`src/rtl/nibble_dequant_pkg.sv`:
```
package nibble_dequant_pkg;
  typedef enum logic [1:0] {
    PH_DSCALE = 2'd0,
    PH_SCALE  = 2'd1,
    PH_NIB    = 2'd2
  } phase_e;
endpackage

```
`src/rtl/dq_lane.sv`:
```
module dq_lane #(
  parameter int CODE_W = 4,
  parameter int SC_W   = 8,
  parameter int W_W    = 16
) (
  input  logic [CODE_W-1:0] code_i,
  input  logic [SC_W-1:0]   scale_i,
  output logic [W_W-1:0]    w_o
);
  localparam int CEN_W  = CODE_W + 1;
  localparam int PROD_W = SC_W + CODE_W;
  localparam logic signed [CEN_W-1:0] BIAS = CEN_W'(1 << (CODE_W - 1));

  logic signed [CEN_W-1:0]  cen;
  logic signed [PROD_W-1:0] prod;

  always_comb begin
    cen  = $signed({1'b0, code_i}) - BIAS;
    prod = $signed(scale_i) * cen;
    w_o  = {{(W_W-PROD_W){prod[PROD_W-1]}}, prod};
  end

  // |scale*code| bounded by 2^(SC_W-1) * 2^(CODE_W-1)
  always_comb begin
    AST_LANE_RANGE: assert (cen >= -BIAS && cen < BIAS);
  end
endmodule

```
`src/rtl/dq_ingest.sv`:
```
module dq_ingest
  import nibble_dequant_pkg::*;
#(
  parameter int DW   = 32,
  parameter int SUBS = 16,
  parameter int SC_W = 8,
  parameter int DS_W = 16
) (
  input  logic                    clk_i,
  input  logic                    rst_ni,
  input  logic [DW-1:0]           in_data_i,
  input  logic                    in_valid_i,
  output logic                    in_ready_o,
  input  logic                    out_free_i,
  output logic                    nib_fire_o,
  output logic [$clog2(SUBS)-1:0] sub_o,
  output logic [SC_W-1:0]         scale_o,
  output logic [DS_W-1:0]         dscale_o
);
  localparam int CW       = $clog2(SUBS);
  localparam int SC_WORDS = SUBS * SC_W / DW;

  phase_e                 phase_q;
  logic [CW-1:0]          cnt_q;
  logic [SUBS*SC_W-1:0]   sc_q;
  logic [DS_W-1:0]        ds_q;
  logic                   fire;

  always_comb begin
    in_ready_o = (phase_q == PH_NIB) ? out_free_i : 1'b1;
    fire       = in_valid_i && in_ready_o;
    nib_fire_o = fire && (phase_q == PH_NIB);
    sub_o      = cnt_q;
    scale_o    = sc_q[int'(cnt_q)*SC_W +: SC_W];
    dscale_o   = ds_q;
  end

  always_ff @(posedge clk_i or negedge rst_ni) begin
    if (!rst_ni) begin
      phase_q <= PH_DSCALE;
      cnt_q   <= '0;
      sc_q    <= '0;
      ds_q    <= '0;
    end else if (fire) begin
      unique case (phase_q)
        PH_DSCALE: begin
          ds_q    <= in_data_i[DS_W-1:0];
          cnt_q   <= '0;
          phase_q <= PH_SCALE;
        end
        PH_SCALE: begin
          sc_q[int'(cnt_q)*DW +: DW] <= in_data_i;
          if (cnt_q == CW'(SC_WORDS - 1)) begin
            cnt_q   <= '0;
            phase_q <= PH_NIB;
          end else begin
            cnt_q <= cnt_q + 1'b1;
          end
        end
        default: begin
          if (cnt_q == CW'(SUBS - 1)) begin
            cnt_q   <= '0;
            phase_q <= PH_DSCALE;
          end else begin
            cnt_q <= cnt_q + 1'b1;
          end
        end
      endcase
    end
  end

  AST_HDR_ALWAYS_OPEN: assert property (@(posedge clk_i) disable iff (!rst_ni)
    (phase_q != PH_NIB) |-> in_ready_o);
  AST_SCALE_HELD: assert property (@(posedge clk_i) disable iff (!rst_ni)
    (phase_q == PH_NIB) |=> $stable(sc_q) && $stable(ds_q));
endmodule

```
`src/rtl/nibble_dequant.sv`:
```
module nibble_dequant #(
  parameter int DW     = 32,
  parameter int SUBS   = 16,
  parameter int LANES  = 8,
  parameter int CODE_W = 4,
  parameter int SC_W   = 8,
  parameter int DS_W   = 16,
  parameter int W_W    = 16
) (
  input  logic                    clk_i,
  input  logic                    rst_ni,
  input  logic [DW-1:0]           in_data_i,
  input  logic                    in_valid_i,
  output logic                    in_ready_o,
  output logic [LANES*W_W-1:0]    out_w_o,
  output logic [$clog2(SUBS)-1:0] out_sub_o,
  output logic [DS_W-1:0]         out_dscale_o,
  output logic                    out_last_o,
  output logic                    out_valid_o,
  input  logic                    out_ready_i
);
  localparam int CW = $clog2(SUBS);

  logic                   out_free;
  logic                   nib_fire;
  logic [CW-1:0]          sub;
  logic [SC_W-1:0]        scale;
  logic [DS_W-1:0]        dscale;
  logic [LANES*W_W-1:0]   lane_w;

  assign out_free = !out_valid_o || out_ready_i;

  dq_ingest #(.DW(DW), .SUBS(SUBS), .SC_W(SC_W), .DS_W(DS_W)) u_ingest (
    .clk_i      (clk_i),
    .rst_ni     (rst_ni),
    .in_data_i  (in_data_i),
    .in_valid_i (in_valid_i),
    .in_ready_o (in_ready_o),
    .out_free_i (out_free),
    .nib_fire_o (nib_fire),
    .sub_o      (sub),
    .scale_o    (scale),
    .dscale_o   (dscale)
  );

  for (genvar k = 0; k < LANES; k++) begin : g_lane
    dq_lane #(.CODE_W(CODE_W), .SC_W(SC_W), .W_W(W_W)) u_lane (
      .code_i  (in_data_i[k*CODE_W +: CODE_W]),
      .scale_i (scale),
      .w_o     (lane_w[k*W_W +: W_W])
    );
  end

  always_ff @(posedge clk_i or negedge rst_ni) begin
    if (!rst_ni) begin
      out_valid_o  <= 1'b0;
      out_w_o      <= '0;
      out_sub_o    <= '0;
      out_dscale_o <= '0;
      out_last_o   <= 1'b0;
    end else if (nib_fire) begin
      out_valid_o  <= 1'b1;
      out_w_o      <= lane_w;
      out_sub_o    <= sub;
      out_dscale_o <= dscale;
      out_last_o   <= (sub == CW'(SUBS - 1));
    end else if (out_ready_i) begin
      out_valid_o  <= 1'b0;
    end
  end

  AST_STALL_HOLD: assert property (@(posedge clk_i) disable iff (!rst_ni)
    (out_valid_o && !out_ready_i) |=> out_valid_o && $stable(out_w_o)
      && $stable(out_sub_o) && $stable(out_dscale_o) && $stable(out_last_o));
  AST_NO_OVERWRITE: assert property (@(posedge clk_i) disable iff (!rst_ni)
    (out_valid_o && !out_ready_i) |-> !nib_fire);
  AST_LOAD_NEXT: assert property (@(posedge clk_i) disable iff (!rst_ni)
    nib_fire |=> out_valid_o);
  AST_LAST_TAG: assert property (@(posedge clk_i) disable iff (!rst_ni)
    out_valid_o |-> (out_last_o == (out_sub_o == CW'(SUBS - 1))));
endmodule

```
`config.mk`:
```
export PLATFORM = sky130hd
export DESIGN_NAME = nibble_dequant
export DESIGN_NICKNAME = d
export VERILOG_FILES = /design/src/rtl/nibble_dequant_pkg.sv /design/src/rtl/dq_lane.sv /design/src/rtl/dq_ingest.sv /design/src/rtl/nibble_dequant.sv
export SDC_FILE = /design/constraint.sdc
export NUM_CORES = 1
export LEC_CHECK = 0
export ABC_AREA = 1
export BUFFER_PORTS_ARGS = -buffer_cell sky130_fd_sc_hd__buf_2
export CAP_MARGIN = 20
export CELL_PAD_IN_SITES_DETAIL_PLACEMENT = 1
export CELL_PAD_IN_SITES_GLOBAL_PLACEMENT = 1
export CORE_MARGIN = 2
export CORE_UTILIZATION = 35
export DETAILED_ROUTE_END_ITERATION = 10
export GPL_TIMING_DRIVEN = 0
export MAX_ROUTING_LAYER = met4
export PLACE_DENSITY = 0.71
export SYNTH_ARGS = -nofsm -noshare
export SYNTH_HDL_FRONTEND = slang
export SYNTH_SLANG_ARGS = --single-unit
```
`constraint.sdc`:
```
create_clock -name clk_i -period 4.8 [get_ports clk_i]
set_clock_uncertainty 0.1 [all_clocks]
set_input_delay 0.96 -clock clk_i [delete_from_list [all_inputs] [get_ports clk_i]]
set_output_delay 0.96 -clock clk_i [all_outputs]
set_load 0.02 [all_outputs]
```
==> results.py, run 1 <==
metrics = {
    "grt": {
        "antenna_found_initial": 1,
        "grt_start_max_net_pins": 115,
        "grt_pass1_vias": 22700,
        "grt_usage_pct": 29.0,
        "overflow": 0,
        "grt_first_pass_wirelength_mm": 140,
    },
    "sta": {
        "setup_tns_ns": -4.86,
        "worstMarginPinSlew_ns": 1.18,
        "rsz0062_at_grt": "true",
        "fin_ws_ns": -0.285,
        "setup_viol": 38,
        "max_freq_mhz": 197,
        "post-route-period-util_pct": 106,
        "slew_headroom_pct": 21.6,
        "drv_slew": 0,
        "period_needed_ns": 5.08,
        "hold_ws_ns": 0.264,
        "finalHoldViolCount": 0,
    },
    "floorplanning": {
        "start_util_pct": 35.2,
        "die_h_um": 255,
        "rows": 92,
        "dieWidth_um": 255,
        "io_pins": 187,
        "dieArea_mm2": 0.0652,
        "coreArea_mm2": 0.0627,
    },
    "worst_setup_path": {
        "critPathMaxStageDelay_ns": 0.56,
        "setup.worst_path.end_class": "flip-flop",
        "path_common_cell": "buf_12",
        "cpMaxStageDelayCell": "fa_2",
        "r2r_end": "out_w_o[105]$_DFFE_PN0P_",
        "path_cells": "buf_6 > buf_12 > buf_12 > o21ai_4 > o22ai_2 > o211ai_1 > nand2_4 > buf_12 > inv_8 > bufbuf_16 > nand2_2 > fa_2 > inv_1 > fa_2 > fa_1 > ha_4 > buf_4 > nand2_2 > nand2_1 > a21oi_1 > xor2_1 > o21ai_1",
        "rrSetupSlack_ns": -0.28,
        "critPathKind": "reg -> reg",
        "reg2reg_depth": 22,
        "startpoint_type": "flip-flop",
        "endpoint": "out_w_o[105]$_DFFE_PN0P_",
        "crit_arrival_ns": 5.39,
        "crit_fanout": 7,
        "r2r-start": "u_ingest.sub_o[0]$_DFFE_PN0P_",
        "required_ns": 5.10,
        "cp-startpoint": "u_ingest.sub_o[0]$_DFFE_PN0P_",
    },
    "route": {
        "drt_iter0_drc": 1433,
        "dr.pass1.iters": 5,
        "postRouteAntennaNets": 0,
        "route.detailed.drc": 0,
        "avgRoutedWirePerCell_um": 23.3,
        "vias": 20600,
        "viasPerCell": 5.21,
        "drt_wl_total_mm": 92.0,
    },
    "run": {
        "drv_cap": 0,
    },
    "finish": {
        "final_layout_size_suffix_gt1_share_pct": 23.8,
        "syn2layout_area_growth_pct": 27.7,
        "final_common_cell": "nand2_1",
        "n_fill_cell": 7453,
        "instances_no_fill": 3952,
        "mostFrequentLayoutCells": "669 x nand2_1, 358 x inv_1, 267 x dfrtp_1, 260 x nor2_1, 199 x buf_2",
        "postLayoutCellArea_mm2": 0.0282,
        "nNetsFinal": 3463,
    },
    "cts": {
        "clk_latency_ns": 0.57,
        "htreeDepth": 2,
        "root_buffer": "clkbuf_16",
        "cts.sinks": 268,
        "ctsLongestPathBuffers": 3,
        "cts_tree": "done",
        "cts-buffers-inserted": 35,
        "path_clk_slew_ns": 0.06,
        "hold_buffers": 0,
    },
    "placed_design": {
        "port_buffers": 177,
        "gp_congestion": 0.932,
        "placed_cell_area_mm2": 0.0242,
        "hpwl_mm": 66.0,
        "place_inst": 3782,
    },
    "synthesis": {
        "yosysWarnings": 0,
        "syn_area_mm2": 0.0221,
        "ys_seq_elements": 268,
        "synth.distinct_cells": 43,
        "avgSynthCellArea_um2": 8.03,
        "ys_seq_area_share_pct": 30.3,
        "post-synth-top-area-fraction_pct": 30.3,
        "syn-num-nets": 3137,
        "yosys.area.top_type": "dfrtp_1",
        "synthCells": 2754,
        "synth_area_leaders": "dfrtp_1 30%, fa_1 17%, nand2_1 12%",
    },
    "run_status": {
        "violations": "negative setup slack",
        "outcome": "finished, violations left",
    },
    "hold_path": {
        "holdCritPathClass": "in -> async",
    },
}
## metal layers
layer	track usage [%]	wire, um	vias up
li1	-	-	9226
met1	35.7	38000	10500
met2	48.5	45200	639
met3	4.29	5110	198
met4	10.2	3660	0
met5	-	0	-
## worst min-delay path by stage
| stage | depth (start not counted) | end | startpoint | slack (ns) |
|---|---|---|---|---|
| 4_1_cts | 1 | u_ingest.sc_q[116]$_DFFE_PN0P_ | rst_ni | 0.28 |
| 3_5_place_dp | 2 | out_w_o[98]$_DFFE_PN0P_ | out_w_o[98]$_DFFE_PN0P_ | 0.36 |
| 6_report | 1 | u_ingest.sc_q[116]$_DFFE_PN0P_ | rst_ni | 0.26 |
| 3_3_place_gp | 2 | u_ingest.sc_q[16]$_DFFE_PN0P_ | u_ingest.sc_q[16]$_DFFE_PN0P_ | 0.36 |
| 2_1_floorplan | 2 | out_dscale_o[0]$_DFFE_PN0P_ | u_ingest.dscale_o[0]$_DFFE_PN0P_ | 0.34 |
| 5_1_grt | 1 | u_ingest.sc_q[116]$_DFFE_PN0P_ | rst_ni | 0.31 |
## registers in the layout, summed over array words and instances, names as in the netlist
signal             count
out_dscale_o          16
out_last_o             1
out_sub_o              4
out_valid_o            1
out_w_o               96
u_ingest.dscale_o     16
u_ingest.phase_q       2
u_ingest.sc_q        128
u_ingest.sub_o         4
## repair_timing
| item | in CTS | in global routing |
|---|---|---|
| setup buffers | 81 | 18 |
| gates resized for setup | 360 | 100 |
| cloned | 7 | 2 |
| pin swaps | 145 | 97 |
| endpoints found under the setup margin | 64 | 49 |
## worst max-delay path: cells and delay by family (launching register included)
kind | cells | cell delay [ns]
XOR/XNOR | 1 | 0.26
adder cells (fa/ha/maj) | 4 | 1.82
buffers and inverters | 8 | 1.17
AND/OR/NAND/NOR | 4 | 0.35
AO/OA/AOI/OAI | 5 | 0.82
flip-flops | 1 | 0.39
## through the flow
stage                     utilization (%)  setup slack [ns]
after floorplan                         -             0.191
after global placement               38.3             -2.54
after detailed placement             38.5             -1.50
after CTS                            44.1            -0.115
after global routing                 45.0            -0.386
final                                45.0            -0.285
## synthesized netlist by cell type (all sizes together)
| cell type | count |
|---|---|
| nand3 | 68 |
| nor2 | 281 |
| xor2 | 30 |
| nand2 | 714 |
| a22o | 6 |
| inv | 382 |
| a21oi | 163 |
| o22ai | 11 |
| o211ai | 6 |
| xnor2 | 10 |
| o221ai | 8 |
| o311ai | 2 |
| o31ai | 18 |
| clkbuf | 52 |
| nand3b | 6 |
| nor3 | 9 |
| a31oi | 8 |
| dfrtp | 268 |
| o31a | 6 |
| a21boi | 2 |
| fa | 192 |
| or2 | 3 |
| or3 | 1 |
| o21ai | 216 |
| ha | 155 |
| buf | 112 |
| nor4 | 4 |
| nand4 | 5 |
| clkinv | 16 |
## final cells by class
class,instances,area [um^2],share of cell area [%]
clock inverter,14,170,0.603
buffer,164,1390,4.91
multi-input combinational,1924,14300,50.5
timing repair buffer,289,2100,7.46
antenna,1,2.50,0.00886
clock buffer,48,996,3.53
inverter,398,1540,5.45
tap,846,1060,3.75
sequential,268,6710,23.8
## kinds of logic (layout without fill, tap and decap cells)
family                   count (synthesis)  count (layout)  share of synthesized area [%]
flip-flops                             268             268                           30.3
AND/OR/NAND/NOR                       1091            1091                           19.7
AO/OA/AOI/OAI                          446             446                           11.4
buffers and inverters                  562             913                           10.9
other                                    0               1                              0
adder cells (fa/ha/maj)                347             347                           26.2
XOR/XNOR                                40              40                           1.58
Power of run 1 is not shown: default switching activity piles up to over one toggle a cycle in this logic, so the estimate is an artifact.
==> inputs of run 2 (changes only) <==
REMOVE_ABC_BUFFERS = 1   (was not set)
TNS_END_PERCENT = 20   (was not set)
==> results.py, run 2 (synthesized netlist as in run 1, its figures left out) <==
metrics = {
    "run_status": {
        "outcome": "finished, violations left",
        "violations": "negative setup slack",
    },
    "finish": {
        "top_register": "u_ingest.sc_q",
        "final_common_cell": "nand2_1",
        "syn2layout_area_growth_pct": 26.1,
        "fin_util_pct": 44.4,
        "instances_no_fill": 3846,
        "top_regs": "u_ingest.sc_q x128, out_w_o x96",
        "largest_reg_flops": 128,
        "mostFrequentLayoutCells": "675 x nand2_1, 354 x inv_1, 264 x dfrtp_1, 256 x nor2_1, 185 x buf_2",
        "final_layout_size_suffix_gt1_share_pct": 22.6,
        "nNetsFinal": 3354,
    },
    "sta": {
        "drv_slew": 0,
        "finalHoldViolCount": 0,
        "setup_viol": 35,
        "post-route-period-util_pct": 104,
        "fin_ws_ns": -0.173,
        "period_needed_ns": 4.97,
        "rsz0062_at_grt": "true",
        "max_freq_mhz": 201,
        "slew_headroom_pct": 35.9,
        "worstMarginPinSlew_ns": 0.959,
    },
    "worst_setup_path": {
        "required_ns": 5.13,
        "crit_fanout": 36,
        "startpoint_type": "flip-flop",
        "critPathKind": "reg -> reg",
        "crit_arrival_ns": 5.31,
        "setup.worst_path.end_class": "flip-flop",
    },
    "route": {
        "vias": 20200,
        "viasPerCell": 5.24,
        "drt_iter0_drc": 1175,
        "route.detailed.drc": 0,
        "dr.pass1.iters": 5,
        "avgRoutedWirePerCell_um": 21.0,
        "drt_wl_total_mm": 80.9,
        "postRouteAntennaNets": 0,
    },
    "cts": {
        "cts-buffers-inserted": 35,
        "path_clk_slew_ns": 0.07,
        "cts.sinks": 268,
        "ctsLongestPathBuffers": 3,
        "htreeDepth": 2,
        "clk_latency_ns": 0.57,
        "cts_tree": "done",
        "root_buffer": "clkbuf_16",
    },
    "floorplanning": {
        "dieArea_mm2": 0.0652,
        "die_h_um": 255,
        "coreArea_mm2": 0.0627,
        "dieWidth_um": 255,
        "rows": 92,
        "start_util_pct": 35.2,
        "io_pins": 187,
    },
    "grt": {
        "grt_first_pass_wirelength_mm": 125,
        "grt_start_max_net_pins": 102,
        "grt_pass1_vias": 22100,
        "grt_usage_pct": 25.3,
        "antenna_found_initial": 7,
        "overflow": 0,
    },
    "run": {
        "drv_cap": 0,
    },
    "placed_design": {
        "port_buffers": 186,
        "gp_congestion": 0.809,
        "place_inst": 3634,
        "hpwl_mm": 47.8,
    },
    "hold_path": {
        "holdCritPathClass": "in -> async",
    },
}
[run 2: cell count changes in the layout (fill, tap and decap cells not counted), sizes merged]
cell and change:
bufinv +1, diode +4, clkinvlp +9, buf -68, clkbuf -51, nand2 +2, clkinv -1, bufbuf -2
[run 2: timing repair]
item,CTS,global route
gates cloned,19,1
buffers inserted,118,8
resized for setup,277,95
hold buffers,0,0
endpoints found under the setup margin,80,48
pin swaps,151,76
[run 2: metal layers]
layer | vias up | global-route usage, % | routed length [um]
met1 | 10300 | 31.1 | 33200
met4 | 0 | 10.1 | 3580
met5 | - | - | 0
met2 | 592 | 41.3 | 39100
li1 | 9038 | - | -
met3 | 195 | 4.14 | 5070
[run 2: area by class of cell]
| type | count | area, um^2 |
|---|---|---|
| timing repair inverter | 13 | 159 |
| multi-input combinational | 1926 | 14400 |
| tap | 846 | 1060 |
| sequential | 268 | 6720 |
| clock buffer | 51 | 1070 |
| timing repair buffer | 329 | 2690 |
| fill | 7323 | 34900 |
| inverter | 398 | 1610 |
| antenna | 5 | 12.5 |
| clock inverter | 10 | 156 |
[run 2: through the flow]
step | area, um^2 | hold WS (ns) | setup TNS [ns] | setup slack, ns
floorplan | 21200 | 0.342 | -102.03 | -1.31
global placement | 23200 | 0.361 | -1430.42 | -4.51
detailed placement | 23500 | 0.361 | -144.58 | -2.48
CTS | 27400 | 0.255 | -0.330 | -0.0493
global route | 27900 | 0.290 | -9.33 | -0.328
finish | 27900 | 0.217 | -3.23 | -0.173
[run 2: worst max-delay path, stage by stage, from the launching register on]
cell and delay, ns:
dfrtp_4 0.46, buf_12 0.17, clkinv_16 0.11, o21ai_2 0.24
o22ai_1 0.11, o211ai_1 0.39, nand2_8 0.08, buf_12 0.19
inv_16 0.10, nor2_1 0.06, fa_1 0.50, inv_1 0.06
fa_1 0.50, fa_1 0.54, inv_2 0.05, ha_4 0.26
a21oi_4 0.13, nand2_2 0.09, nand2_1 0.10, nand2_1 0.07
a21oi_2 0.14, xor2_1 0.24, o21ai_1 0.09
[run 2: worst paths after layout]
| check | from | to | slack, ns | depth (start not counted) |
|---|---|---|---|---|
| max | u_ingest.sub_o[0]$_DFFE_PN0P_ | out_w_o[24]$_DFFE_PN0P_ | -0.17 | 22 |
| min | rst_ni | out_w_o[101]$_DFFE_PN0P_ | 0.22 | 1 |
| max reg2reg | u_ingest.sub_o[0]$_DFFE_PN0P_ | out_w_o[24]$_DFFE_PN0P_ | -0.17 | 22 |
| min reg2reg | out_w_o[2]$_DFFE_PN0P_ | out_w_o[2]$_DFFE_PN0P_ | 0.37 | 2 |
| max in group asynchronous | rst_ni | u_ingest.sc_q[47]$_DFFE_PN0P_ | 2.96 | 3 |
| min in group clk_i | out_w_o[2]$_DFFE_PN0P_ | out_w_o[2]$_DFFE_PN0P_ | 0.37 | 2 |
Power of run 2 is left out for the same reason.
==> inputs of run 3 (changes only) <==
GPL_ROUTABILITY_DRIVEN = 0   (was not set)
PLACE_DENSITY = 0.72   (was 0.71)
SYNTH_HIERARCHICAL = 1   (was not set)
==> results.py, run 3 <==
metrics = {
    "floorplanning": {
        "dieWidth_um": 275,
        "die_h_um": 275,
        "rows": 99,
        "io_pins": 187,
        "coreArea_mm2": 0.0728,
        "dieArea_mm2": 0.0756,
        "start_util_pct": 35.3,
    },
    "synthesis": {
        "synthTopCellsByCount": "1,264 x nand2_1, 679 x inv_1, 300 x dfrtp_1, 279 x nor2_1, 192 x fa_1",
        "syn_area_mm2": 0.0257,
        "ys_async_sr_fraction_pct": 100,
        "synth_edf_count": 0,
        "synth_flop_cell": "dfrtp_1",
        "synthCells": 3538,
        "ys_seq_elements": 300,
        "yosys.area.top_type": "dfrtp_1",
        "ys_seq_area_share_pct": 29.2,
        "yosysWarnings": 6,
        "post-synth-top-count-cell": "nand2_1",
        "synth.distinct_cells": 32,
        "post-synth-top-area-fraction_pct": 29.2,
        "avgSynthCellArea_um2": 7.26,
        "synth_area_leaders": "dfrtp_1 29%, nand2_1 18%, fa_1 15%",
    },
    "route": {
        "viasPerCell": 4.93,
        "vias": 23300,
        "drt_wl_total_mm": 88.6,
        "postRouteAntennaNets": 0,
        "dr.pass1.iters": 5,
        "drt_iter0_drc": 1242,
        "route.detailed.drc": 0,
        "avgRoutedWirePerCell_um": 18.7,
    },
    "sta": {
        "drv_slew": 0,
        "slew_headroom_pct": 33.2,
        "setup_viol": 53,
        "max_freq_mhz": 204,
        "rsz0062_at_grt": "true",
        "fin_ws_ns": -0.113,
        "period_needed_ns": 4.91,
        "worstMarginPinSlew_ns": 0.999,
        "post-route-period-util_pct": 102,
        "finalHoldViolCount": 0,
    },
    "grt": {
        "grt_first_pass_wirelength_mm": 131,
        "overflow": 0,
        "grt_pass1_vias": 24000,
        "antenna_found_initial": 1,
        "grt_start_max_net_pins": 87,
        "grt_usage_pct": 22.9,
    },
    "finish": {
        "final_layout_size_suffix_gt1_share_pct": 21.3,
        "mostFrequentLayoutCells": "1,210 x nand2_1, 637 x inv_1, 296 x dfrtp_1, 216 x nor2_1, 185 x buf_2",
        "top_regs": "out_w_o x128, u_ingest/sc_q x128",
        "nNetsFinal": 4126,
        "fin_util_pct": 44.2,
        "final_common_cell": "nand2_1",
        "syn2layout_area_growth_pct": 25.2,
        "postLayoutCellArea_mm2": 0.0322,
        "insertedDiodeCount": 0,
        "n_fill_cell": 8964,
    },
    "cts": {
        "cts.sinks": 300,
        "hold_buffers": 0,
        "path_clk_slew_ns": 0.06,
        "cts_tree": "done",
        "root_buffer": "clkbuf_16",
        "cts-buffers-inserted": 39,
        "ctsLongestPathBuffers": 3,
        "clk_latency_ns": 0.58,
        "htreeDepth": 2,
    },
    "worst_setup_path": {
        "r2r-start": "u_ingest/sub_o[0]$_DFFE_PN0P_",
        "crit_fanout": 7,
        "startpoint_type": "flip-flop",
        "setup.worst_path.end_class": "flip-flop",
        "crit_arrival_ns": 5.28,
        "rrSetupSlack_ns": -0.11,
        "r2r_end": "out_w_o[72]$_DFFE_PN0P_",
        "required_ns": 5.17,
        "critPathKind": "reg -> reg",
        "reg2reg_depth": 27,
    },
    "hold_path": {
        "holdCritPathClass": "in -> async",
    },
    "placed_design": {
        "placed_cell_area_mm2": 0.0275,
        "port_buffers": 186,
        "hpwl_mm": 51.0,
    },
    "run_status": {
        "violations": "negative setup slack",
        "outcome": "finished, violations left",
    },
    "run": {
        "drv_cap": 0,
    },
}
run 3: cells by family after synthesis:
logic type	count (synthesis)	share of synthesized area, %
simple gates	1745	27.5
buf+inv	862	13.8
fa+ha+maj	347	22.5
flops	300	29.2
compound gates	217	4.52
xor+xnor	51	1.74
mux	16	0.701
run 3: cell type report:
cell class / instances / area (um^2) / share of cell area [%]
multi-input combinational: 2377 / 16200 / 50.4
sequential: 300 / 7520 / 23.4
timing repair buffer: 329 / 3230 / 10.0
inverter: 693 / 2660 / 8.26
tap: 959 / 1200 / 3.73
clock buffer: 55 / 1150 / 3.57
clock inverter: 11 / 151 / 0.471
timing repair inverter: 3 / 36.3 / 0.113
run 3: critical path: stages, from the launching register on:
cell and delay, ns:
dfrtp_4 0.53, buf_12 0.17, clkbuf_16 0.19, nor2_4 0.12, nor2_1 0.05, o21ai_1 0.11
nand2_1 0.10, nand2_1 0.08, nand2_1 0.08, inv_2 0.08, nand2_4 0.11, buf_12 0.15
buf_16 0.14, nand2_1 0.06, inv_1 0.05, fa_1 0.48, fa_1 0.56, inv_1 0.06
fa_1 0.53, inv_1 0.06, ha_4 0.27, a21oi_2 0.17, nor2_1 0.06, nor2_1 0.10
nand2_1 0.07, xor2_1 0.16, nand2_1 0.06, nand2_1 0.05
run 3: metrics by stage:
step                hold slack [ns]  instances  setup TNS [ns]  setup slack [ns]
floorplan                     0.337       3369         -210.78             -1.43
CTS                           0.215       4659          -0.209           -0.0275
finish                        0.210       4727           -2.47            -0.113
detailed placement            0.353       4536         -173.45             -2.06
global placement              0.347       4514        -2498.32             -5.39
global route                  0.225       4727          -15.31            -0.282
run 3: repair_timing:
action / CTS / global route
setup buffers: 38 / 56
endpoints found under the setup margin: 140 / 122
cloned: 19 / 14
gates resized for setup: 157 / 287
pin swaps: 32 / 172
run 3: worst max path at each step:
stage                                       start                  endpoint  slack [ns]
floorplan           u_ingest/sub_o[0]$_DFFE_PN0P_   out_w_o[11]$_DFFE_PN0P_       -1.43
global placement                      out_ready_i    out_last_o$_DFFE_PN0P_       -5.39
detailed placement  u_ingest/sub_o[1]$_DFFE_PN0P_   out_w_o[46]$_DFFE_PN0P_       -2.06
CTS                 u_ingest/sub_o[0]$_DFFE_PN0P_  out_w_o[109]$_DFFE_PN0P_       -0.03
global route        u_ingest/sub_o[0]$_DFFE_PN0P_   out_w_o[29]$_DFFE_PN0P_       -0.28
finish              u_ingest/sub_o[0]$_DFFE_PN0P_   out_w_o[72]$_DFFE_PN0P_       -0.11
run 3: metal layers:
layer	global-route usage, %	up-vias	wire [um]
met4	7.33	0	3410
li1	-	10900	-
met3	2.80	206	4680
met1	27.4	11600	36600
met5	-	-	0
met2	39.9	574	43900
Power of run 3 is left out for the same reason.
